## src/rtl/mbox_pkg.sv

```systemverilog
package mbox_pkg;
  localparam int unsigned WORD_W = 32;
  localparam int unsigned HALF_W = WORD_W / 2;
  typedef logic [WORD_W-1:0] word_t;
  typedef logic [HALF_W-1:0] half_t;
endpackage

```

## src/rtl/mbox_fifo_core.sv

```systemverilog
module mbox_fifo_core
  import mbox_pkg::*;
#(
  parameter int unsigned DEPTH       = 8,
  parameter int unsigned THRESH      = 4,
  parameter bit          THR_ON_FREE = 1'b1
) (
  input  logic  clk,
  input  logic  rst_n,
  input  logic  clr,
  input  logic  push,
  input  word_t push_data,
  input  logic  pop,
  output word_t head,
  output logic  empty,
  output logic  full,
  output logic  thr
);
  localparam int unsigned PTR_W = (DEPTH > 1) ? $clog2(DEPTH) : 1;
  localparam int unsigned CNT_W = $clog2(DEPTH + 1);
  localparam logic [PTR_W-1:0] LAST = PTR_W'(DEPTH - 1);
  localparam logic [CNT_W-1:0] FULL_CNT = CNT_W'(DEPTH);
  localparam logic [CNT_W-1:0] THR_CNT  = CNT_W'(THRESH);

  word_t            mem [DEPTH];
  logic [PTR_W-1:0] wptr, rptr;
  logic [CNT_W-1:0] count;

  always_ff @(posedge clk) begin
    if (push) mem[wptr] <= push_data;
  end

  always_ff @(posedge clk or negedge rst_n) begin
    if (!rst_n) begin
      wptr  <= '0;
      rptr  <= '0;
      count <= '0;
    end else if (clr) begin
      wptr  <= '0;
      rptr  <= '0;
      count <= '0;
    end else begin
      if (push) wptr <= (wptr == LAST) ? '0 : wptr + 1'b1;
      if (pop)  rptr <= (rptr == LAST) ? '0 : rptr + 1'b1;
      case ({push, pop})
        2'b10:   count <= count + 1'b1;
        2'b01:   count <= count - 1'b1;
        default: count <= count;
      endcase
    end
  end

  assign head  = mem[rptr];
  assign empty = (count == '0);
  assign full  = (count == FULL_CNT);

  generate
    if (THR_ON_FREE) begin : g_free
      assign thr = (FULL_CNT - count) >= THR_CNT;
    end else begin : g_used
      assign thr = count >= THR_CNT;
    end
  endgenerate

  // pushes arriving from the strobe gating never meet a full queue
  assert_no_overflow_R4: assert property (@(posedge clk) disable iff (!rst_n)
    !(push && full && !clr));
  // pops never meet an empty queue
  assert_no_underflow_R5: assert property (@(posedge clk) disable iff (!rst_n)
    !(pop && empty));
  // a clear leaves the queue empty
  assert_clr_empties_R9: assert property (@(posedge clk) disable iff (!rst_n)
    clr |=> empty);
  // a lone push leaves the queue non-empty
  assert_push_fills_R7: assert property (@(posedge clk) disable iff (!rst_n)
    (push && !pop && !clr) |=> !empty);
endmodule

```

## src/rtl/mbox_wr_packer.sv

```systemverilog
module mbox_wr_packer
  import mbox_pkg::*;
(
  input  logic  clk,
  input  logic  rst_n,
  input  logic  clr,
  input  logic  mode16,
  input  logic  adv_hi,
  input  logic  stb,
  input  word_t data,
  input  logic  full,
  output logic  push,
  output word_t push_data,
  output logic  ovf
);
  logic  phase;
  half_t hold;
  logic  accept;

  assign accept = stb && !full;

  always_comb begin
    push      = 1'b0;
    push_data = data;
    if (!mode16) begin
      push = accept;
    end else if (phase) begin
      push      = accept;
      push_data = adv_hi ? {data[HALF_W-1:0], hold} : {hold, data[HALF_W-1:0]};
    end
  end

  always_ff @(posedge clk or negedge rst_n) begin
    if (!rst_n) begin
      phase <= 1'b0;
      hold  <= '0;
      ovf   <= 1'b0;
    end else begin
      ovf <= stb && full;
      if (mode16 && accept && !phase) hold <= data[HALF_W-1:0];
      if (clr)                        phase <= 1'b0;
      else if (mode16 && accept)      phase <= !phase;
    end
  end

  // a discarded write leaves the half-word phase where it was
  assert_wr_phase_hold_R4: assert property (@(posedge clk) disable iff (!rst_n)
    (stb && full && !clr) |=> $stable(phase));
  // in 32-bit mode the phase never leaves the first half
  assert_wide_phase_R2: assert property (@(posedge clk) disable iff (!rst_n)
    (!mode16 && !phase) |=> !phase);
endmodule

```

## src/rtl/mbox_rd_splitter.sv

```systemverilog
module mbox_rd_splitter
  import mbox_pkg::*;
(
  input  logic  clk,
  input  logic  rst_n,
  input  logic  clr,
  input  logic  mode16,
  input  logic  adv_hi,
  input  logic  stb,
  input  word_t head,
  input  logic  empty,
  output logic  pop,
  output word_t rdata,
  output logic  unf
);
  logic phase;
  logic accept;
  logic sel_hi;

  assign accept = stb && !empty;
  assign pop    = accept && (!mode16 || phase);
  assign sel_hi = phase ? adv_hi : !adv_hi;

  always_ff @(posedge clk or negedge rst_n) begin
    if (!rst_n) begin
      phase <= 1'b0;
      rdata <= '0;
      unf   <= 1'b0;
    end else begin
      unf <= stb && empty;
      if (accept) begin
        if (mode16) rdata <= {{HALF_W{1'b0}}, sel_hi ? head[WORD_W-1:HALF_W] : head[HALF_W-1:0]};
        else        rdata <= head;
      end
      if (clr)                   phase <= 1'b0;
      else if (mode16 && accept) phase <= !phase;
    end
  end

  // a discarded read leaves the data and the phase untouched
  assert_rd_hold_R5: assert property (@(posedge clk) disable iff (!rst_n)
    (stb && empty && !clr) |=> ($stable(rdata) && $stable(phase)));
  // narrow reads keep the upper output half at zero
  assert_narrow_zero_R3: assert property (@(posedge clk) disable iff (!rst_n)
    (mode16 && accept) |=> (rdata[WORD_W-1:HALF_W] == '0));
endmodule

```

## src/rtl/mbox_fifo_pair.sv

```systemverilog
module mbox_fifo_pair
  import mbox_pkg::*;
#(
  parameter int unsigned DEPTH  = 8,
  parameter int unsigned THRESH = 4
) (
  input  logic        clk,
  input  logic        rst_n,
  input  logic        loc_mode16,
  input  logic        loc_wr_adv_hi,
  input  logic        loc_rd_adv_hi,
  input  logic        h2l_in_valid,
  output logic        h2l_in_ready,
  input  logic [31:0] h2l_in_data,
  output logic        l2h_out_valid,
  input  logic        l2h_out_ready,
  output logic [31:0] l2h_out_data,
  input  logic        h2l_clr,
  input  logic        l2h_clr,
  input  logic        loc_rd_n,
  output logic [31:0] loc_rdata,
  input  logic        loc_wr_n,
  input  logic [31:0] loc_wdata,
  output logic        h2l_empty,
  output logic        h2l_free4,
  output logic        h2l_full,
  output logic        l2h_empty,
  output logic        l2h_used4,
  output logic        l2h_full,
  output logic        loc_wr_ovf,
  output logic        loc_rd_unf
);
  logic  h2l_push, h2l_pop, l2h_push, l2h_pop;
  word_t h2l_head, l2h_pdata;

  assign h2l_in_ready  = !h2l_full;
  assign h2l_push      = h2l_in_valid && h2l_in_ready;
  assign l2h_out_valid = !l2h_empty;
  assign l2h_pop       = l2h_out_valid && l2h_out_ready;

  mbox_fifo_core #(.DEPTH(DEPTH), .THRESH(THRESH), .THR_ON_FREE(1'b1)) u_h2l (
    .clk(clk), .rst_n(rst_n), .clr(h2l_clr),
    .push(h2l_push), .push_data(h2l_in_data), .pop(h2l_pop),
    .head(h2l_head), .empty(h2l_empty), .full(h2l_full), .thr(h2l_free4));

  mbox_rd_splitter u_rd (
    .clk(clk), .rst_n(rst_n), .clr(h2l_clr),
    .mode16(loc_mode16), .adv_hi(loc_rd_adv_hi), .stb(!loc_rd_n),
    .head(h2l_head), .empty(h2l_empty),
    .pop(h2l_pop), .rdata(loc_rdata), .unf(loc_rd_unf));

  mbox_wr_packer u_wr (
    .clk(clk), .rst_n(rst_n), .clr(l2h_clr),
    .mode16(loc_mode16), .adv_hi(loc_wr_adv_hi), .stb(!loc_wr_n),
    .data(loc_wdata), .full(l2h_full),
    .push(l2h_push), .push_data(l2h_pdata), .ovf(loc_wr_ovf));

  mbox_fifo_core #(.DEPTH(DEPTH), .THRESH(THRESH), .THR_ON_FREE(1'b0)) u_l2h (
    .clk(clk), .rst_n(rst_n), .clr(l2h_clr),
    .push(l2h_push), .push_data(l2h_pdata), .pop(l2h_pop),
    .head(l2h_out_data), .empty(l2h_empty), .full(l2h_full), .thr(l2h_used4));

  // an offered but untaken word holds steady
  assert_out_hold_R6: assert property (@(posedge clk) disable iff (!rst_n)
    (l2h_out_valid && !l2h_out_ready && !l2h_clr) |=> (l2h_out_valid && $stable(l2h_out_data)));
  // clearing one direction does not empty the other
  assert_clr_isolated_R9: assert property (@(posedge clk) disable iff (!rst_n)
    (h2l_clr && !l2h_clr && l2h_used4 && !l2h_out_ready) |=> !l2h_empty);
endmodule

```

## config.mk

```make
export PLATFORM = sky130hd
export DESIGN_NAME = mbox_fifo_pair
export DESIGN_NICKNAME = d
export VERILOG_FILES = /design/src/rtl/mbox_pkg.sv /design/src/rtl/mbox_fifo_core.sv /design/src/rtl/mbox_wr_packer.sv /design/src/rtl/mbox_rd_splitter.sv /design/src/rtl/mbox_fifo_pair.sv
export SDC_FILE = /design/constraint.sdc
export NUM_CORES = 1
export LEC_CHECK = 0
export BUFFER_PORTS_ARGS = -buffer_cell sky130_fd_sc_hd__buf_4
export CORE_MARGIN = 2
export CORE_UTILIZATION = 55
export DETAILED_ROUTE_END_ITERATION = 10
export HOLD_SLACK_MARGIN = 0.02
export PLACE_DENSITY = 0.73
export SLEW_MARGIN = 10
export SYNTH_ARGS = -nofsm -noshare
export SYNTH_HDL_FRONTEND = slang
export SYNTH_HIERARCHICAL = 1
export SYNTH_SLANG_ARGS = --single-unit
```

## constraint.sdc

```tcl
create_clock -name clk -period 10.8 [get_ports clk]
set_input_delay 1.62 -clock clk [delete_from_list [all_inputs] [get_ports clk]]
set_output_delay 1.62 -clock clk [all_outputs]
set_load 0.05 [all_outputs]
```

# Word-level counts from Yosys, hierarchy flattened
# Memories as Yosys holds them, arrays and structs flattened.
# Cells that the tools add are included.
# W data, S select, Z words.
# op_classes
magnitude_cmp	2
mux	32
eq_ne	10
add_sub_neg	9
reduce_logical	31
# ops
operator	n
$mux W32	4
$mux W3	12
$mux W16	1
$pmux W4 S2	2
$add A3 B1 Y3 const B	4
$eq A3 B3 Y1 const B	4
$reduce_bool A2 Y1	6
$mux W1	11
$logic_and A1 B1 Y1	10
$logic_not A1 Y1	10
$add A4 B1 Y4 const B	2
$eq A4 B4 Y1 const B	2
$ge A4 B3 Y1 const B	2
$logic_not A4 Y1	2
$mux W4	2
$sub A4 B1 Y4 const B	2
$reduce_bool A3 Y1	2
$eq A2 B1 Y1 const B	2
$eq A2 B2 Y1 const B	2
$sub A4 B4 Y4 const A	1
$logic_or A1 B1 Y1	1
# word_totals
memories	2
ff_bits	72
ram_bits	512
# mem_list
name	words	word_bits	rd	rd_clocked_by_memory_dff	wr	line	rtl
u_h2l.mem	8	32	1	0	1	mbox_fifo_core.sv:25	word_t mem [DEPTH];
u_l2h.mem	8	32	1	0	1	mbox_fifo_core.sv:25	

# Longest topological paths before layout
# logic_depth
word_depth	8
ltp_mapped	12
ltp_nobuf	9

# Hierarchy
# The synthesis kept the hierarchy.
# modules_own_cells
mod	area_per_inst_um2	instances	cells_per_inst
mbox_fifo_core at u_l2h	10269.8	1	444
mbox_fifo_core at u_h2l	10232.3	1	440
mbox_rd_splitter	1539.0	1	171
mbox_wr_packer	1273.7	1	119
mbox_fifo_pair	27.5	1	6

# Worst setup path before layout
# No wires, ideal clock.
# synth_path
path_type	input to register
startpoint	input loc_mode16
endpoint	memory u_l2h/mem[0][0] (netlist name), enable pin
stages	6
setup_ns	0.461
t_arrival_ns	4.690
required_ns	10.339
setup_slack_ns	5.649
path_cell_list	buf_4 > nor2b_1 > nor3b_1 > buf_2 > nand2b_1 > nor3_1
# synth_between
elab_chain_cells	3
# synth_lines
item	line	rtl
start, declared	mbox_fifo_pair.sv:9	input logic loc_mode16,
$mux W1	mbox_wr_packer.sv:25	if (!mode16) begin
net l2h_push	mbox_fifo_pair.sv:33	logic h2l_push, h2l_pop, l2h_push, l2h_pop;
$mux W1	mbox_fifo_core.sv:30	if (push) mem[wptr] <= push_data;
$mux W1 (implied by the code)	mbox_fifo_core.sv:30	
end, declared	mbox_fifo_core.sv:25	
# The timed path passes the listed nets, and every way through them passes these cells.

# Final worst setup path
# layout_path
startpoint	register u_l2h.rptr[0]
endpoint	output l2h_out_data[23]
# layout_between
elab_chain_cells	1
# layout_lines
item	line	rtl
start, declared	mbox_fifo_core.sv:26	logic [PTR_W-1:0] wptr, rptr;
start signal, assigned	mbox_fifo_core.sv:44	if (pop) rptr <= (rptr == LAST) ? '0 : rptr + 1'b1;
$mem_v2 Z8 W32	n/a	
end, declared	mbox_fifo_pair.sv:17	output logic [31:0] l2h_out_data,
# Every way passes these cells.

==> impl_metrics.ini <==
[placement]
placed_area_um2 = 25000
place.gp.congestion = 0.837
dp_hpwl_um = 28300
port_buffers = 148

[clocking]
cts_resized = 0
ctsLongestPathBuffers = 3
clk-insertion-delay-late_ps = 620
cts_setup_buffers = 0
cts.sinks = 584
holdBufCountCts = 0
htreeDepth = 2
clk_pin_slew_worst_paths_ps = 60
root_buffer = clkbuf_16
cts_tree = done
cts_buffers = 57

[die]
die_x_um = 210
initial_core_util_pct = 55.6
io_pins = 149
fp.coreArea_um2 = 41900
die_area_um2 = 44100
die_h_um = 210
rows = 75

[synth]
synth_top_cell_by_area = edfxtp_1
yosys-top-cells-area = edfxtp_1 66%, mux4_2 12%, dfrtp_1 7.7%, mux2_2 4.7%, mux2i_1 1.2%
netlist_area_um2 = 23300
yosysSeqAreaShare_pct = 73.6
synth_edf_count = 512
synth_nets = 1266
ys_ff_latch = 584
synth_cell_types = 46
syn-instance-count = 1180
synth.avg_cell_area_um2 = 19.8
synth-main-ff-cell = edfxtp_1
synthMostInstantiatedCell = edfxtp_1
ys_top_cells_by_count = 512 x edfxtp_1, 128 x mux4_2, 98 x mux2_2
synth.top_cell.area_share_pct = 65.9
synth_warnings = 6
synth-async-reset-ratio_pct = 12.3

[finish]
final_nets = 1427
finish.utilization_pct = 64.3
layout-drive-gt1-share_pct = 36.3
area_growth_pct = 15.6
final_area_um2 = 27000

[global_route]
grt_pass1_vias = 12000
grt_remaining_overflow = 0
antenna_found_initial = 2
grt_max_degree = 73
grt_usage_pct = 22.6
grt_pass1_wl_um = 73800

[power]
cellPowerDensity_nw_per_um2 = 235
p_leak_nw = 9.11
ir_drop_v = 0.000209

[setup_path]
worstReg2RegEnd = u_h2l/count[2]
r2r_start = u_h2l/count[1]
worst-path-max-fanout = 34
cp.arrival_ps = 3260
crit_type = register to output pin
start_kind = register
r2r_slack_ps = 7260
worstPathRequired_ps = 9180
crit_start = u_l2h/rptr[0]
reg2regPathDepth = 10
end_kind = output pin
worstSetupEndpoint = l2h_out_data[23]

[route]
routed_wl_um = 48500
via_count = 11600
drt_iter0_markers = 1081
avgViaCountPerCell = 6.04
drtAntennaViolNets = 0
routedWlPerCell_um = 25.1
first_pass_iters = 6
remaining_drc_errors = 0

[run_status]
status = finished clean

[sta]
tns_ps = 0
rsz0062_at_grt = false
hold_violations = 0
worst_hold_slack_ps = 489
post-route-min-period_ps = 4880
fmax_ghz = 0.205
post-route-period-util_pct = 45.2
drv_slew = 0
fin_skew_ps = 33.1
finalSetupViolCount = 0
tightest_slew_ps = 1250
max-slew-margin-rel_pct = 16.7

[min_path]
hold_class = register to register

[run]
cap_viol_max_count = 0
## kinds of logic after synthesis
kind of cell / after synthesis / share of synthesized area (%)
mux: 254 / 18.3
compound gates: 109 / 2.53
fa+ha+maj: 11 / 0.590
buf+inv: 75 / 1.79
xor+xnor: 7 / 0.327
flops: 584 / 73.6
simple gates: 140 / 2.89
## sequential cells by signal, indices dropped and copies added (netlist names)
name,count
u_h2l/mem,256
u_l2h/mem,256
u_rd/rdata,32
u_wr/hold,16
u_h2l/count,4
u_l2h/count,4
u_h2l/rptr,3
u_h2l/wptr,3
u_l2h/rptr,3
u_l2h/wptr,3
u_rd/phase,1
u_rd/unf,1
u_wr/ovf,1
u_wr/phase,1
## worst max-delay path, stage by stage, from the launching register on
cell     delay, ps
dfrtp_4        840
buf_4          650
mux4_2         590
mux2_2         290
buf_4          190
## power breakdown
group	switching (mW)	internal, mW	leakage, nW
registers	0.145	2.64	5.53
clock network	0.826	1.21	0.955
logic	0.933	0.581	2.63
## metrics by stage
| step | total power, mW | worst slack (ps) | instances |
|---|---|---|---|
| floorplan | 3.91 | 5650 | 1180 |
| global placement | 4.32 | 6530 | 1821 |
| detailed placement | 4.35 | 6500 | 1821 |
| CTS | 6.37 | 5830 | 1927 |
| global route | 6.56 | 5670 | 1928 |
| finish | 6.33 | 5920 | 1928 |
## final cells by class
cell class / count / area, um^2
diodes: 1 / 2.50
clock inverters: 21 / 297
flip-flops and latches: 584 / 17200
well taps: 539 / 674
clock buffers: 85 / 1660
inverters: 7 / 26.3
multi-input cells: 521 / 5860
fillers: 2750 / 15000
repair buffers: 170 / 1280
## cells in the final DEF, fill, tap and decap left out, types with 2 or more instances in the layout
cell,n
nand3b_1,3
nor4b_1,2
nor4_1,2
clkbuf_16,58
xor2_1,3
ha_1,11
nor2b_1,10
nor2_4,12
bufinv_16,6
clkbuf_1,16
buf_4,170
mux4_2,128
xnor2_1,2
mux2i_1,27
inv_1,7
clkinv_16,2
clkbuf_8,11
and2_1,6
nor2_1,39
clkinv_2,6
nand2b_1,13
o21ai_0,25
dfrtp_2,2
mux2_2,98
dfrtp_4,2
clkinv_1,7
nand2_1,36
nor3_2,4
nor3_1,4
a31oi_1,17
edfxtp_1,512
dfrtp_1,68
nor3b_1,2
o21ai_1,9
a21oi_1,51
## how the worst min path moves through the flow
stage,startpoint,end,cells after the start
finish,u_rd/rdata[30],u_rd/rdata[30],2
global route,u_rd/rdata[23],u_rd/rdata[23],2
CTS,u_rd/rdata[23],u_rd/rdata[23],2
detailed placement,u_rd/rdata[23],u_rd/rdata[23],2
global placement,u_rd/rdata[30],u_rd/rdata[30],2
floorplan,u_wr/hold[0],u_wr/hold[0],1
## layer usage
layer	up-vias	part of all wire [%]	wire, um	track usage [%]
li1	5064	-	-	-
met1	6114	41	19800	30.9
met2	398	50	24400	37.6
met3	70	6.7	3270	4.66
met4	2	1.9	914	6.38
met5	-	0.029	14	0
No activity file was read; power rests on OpenSTA's default activity.
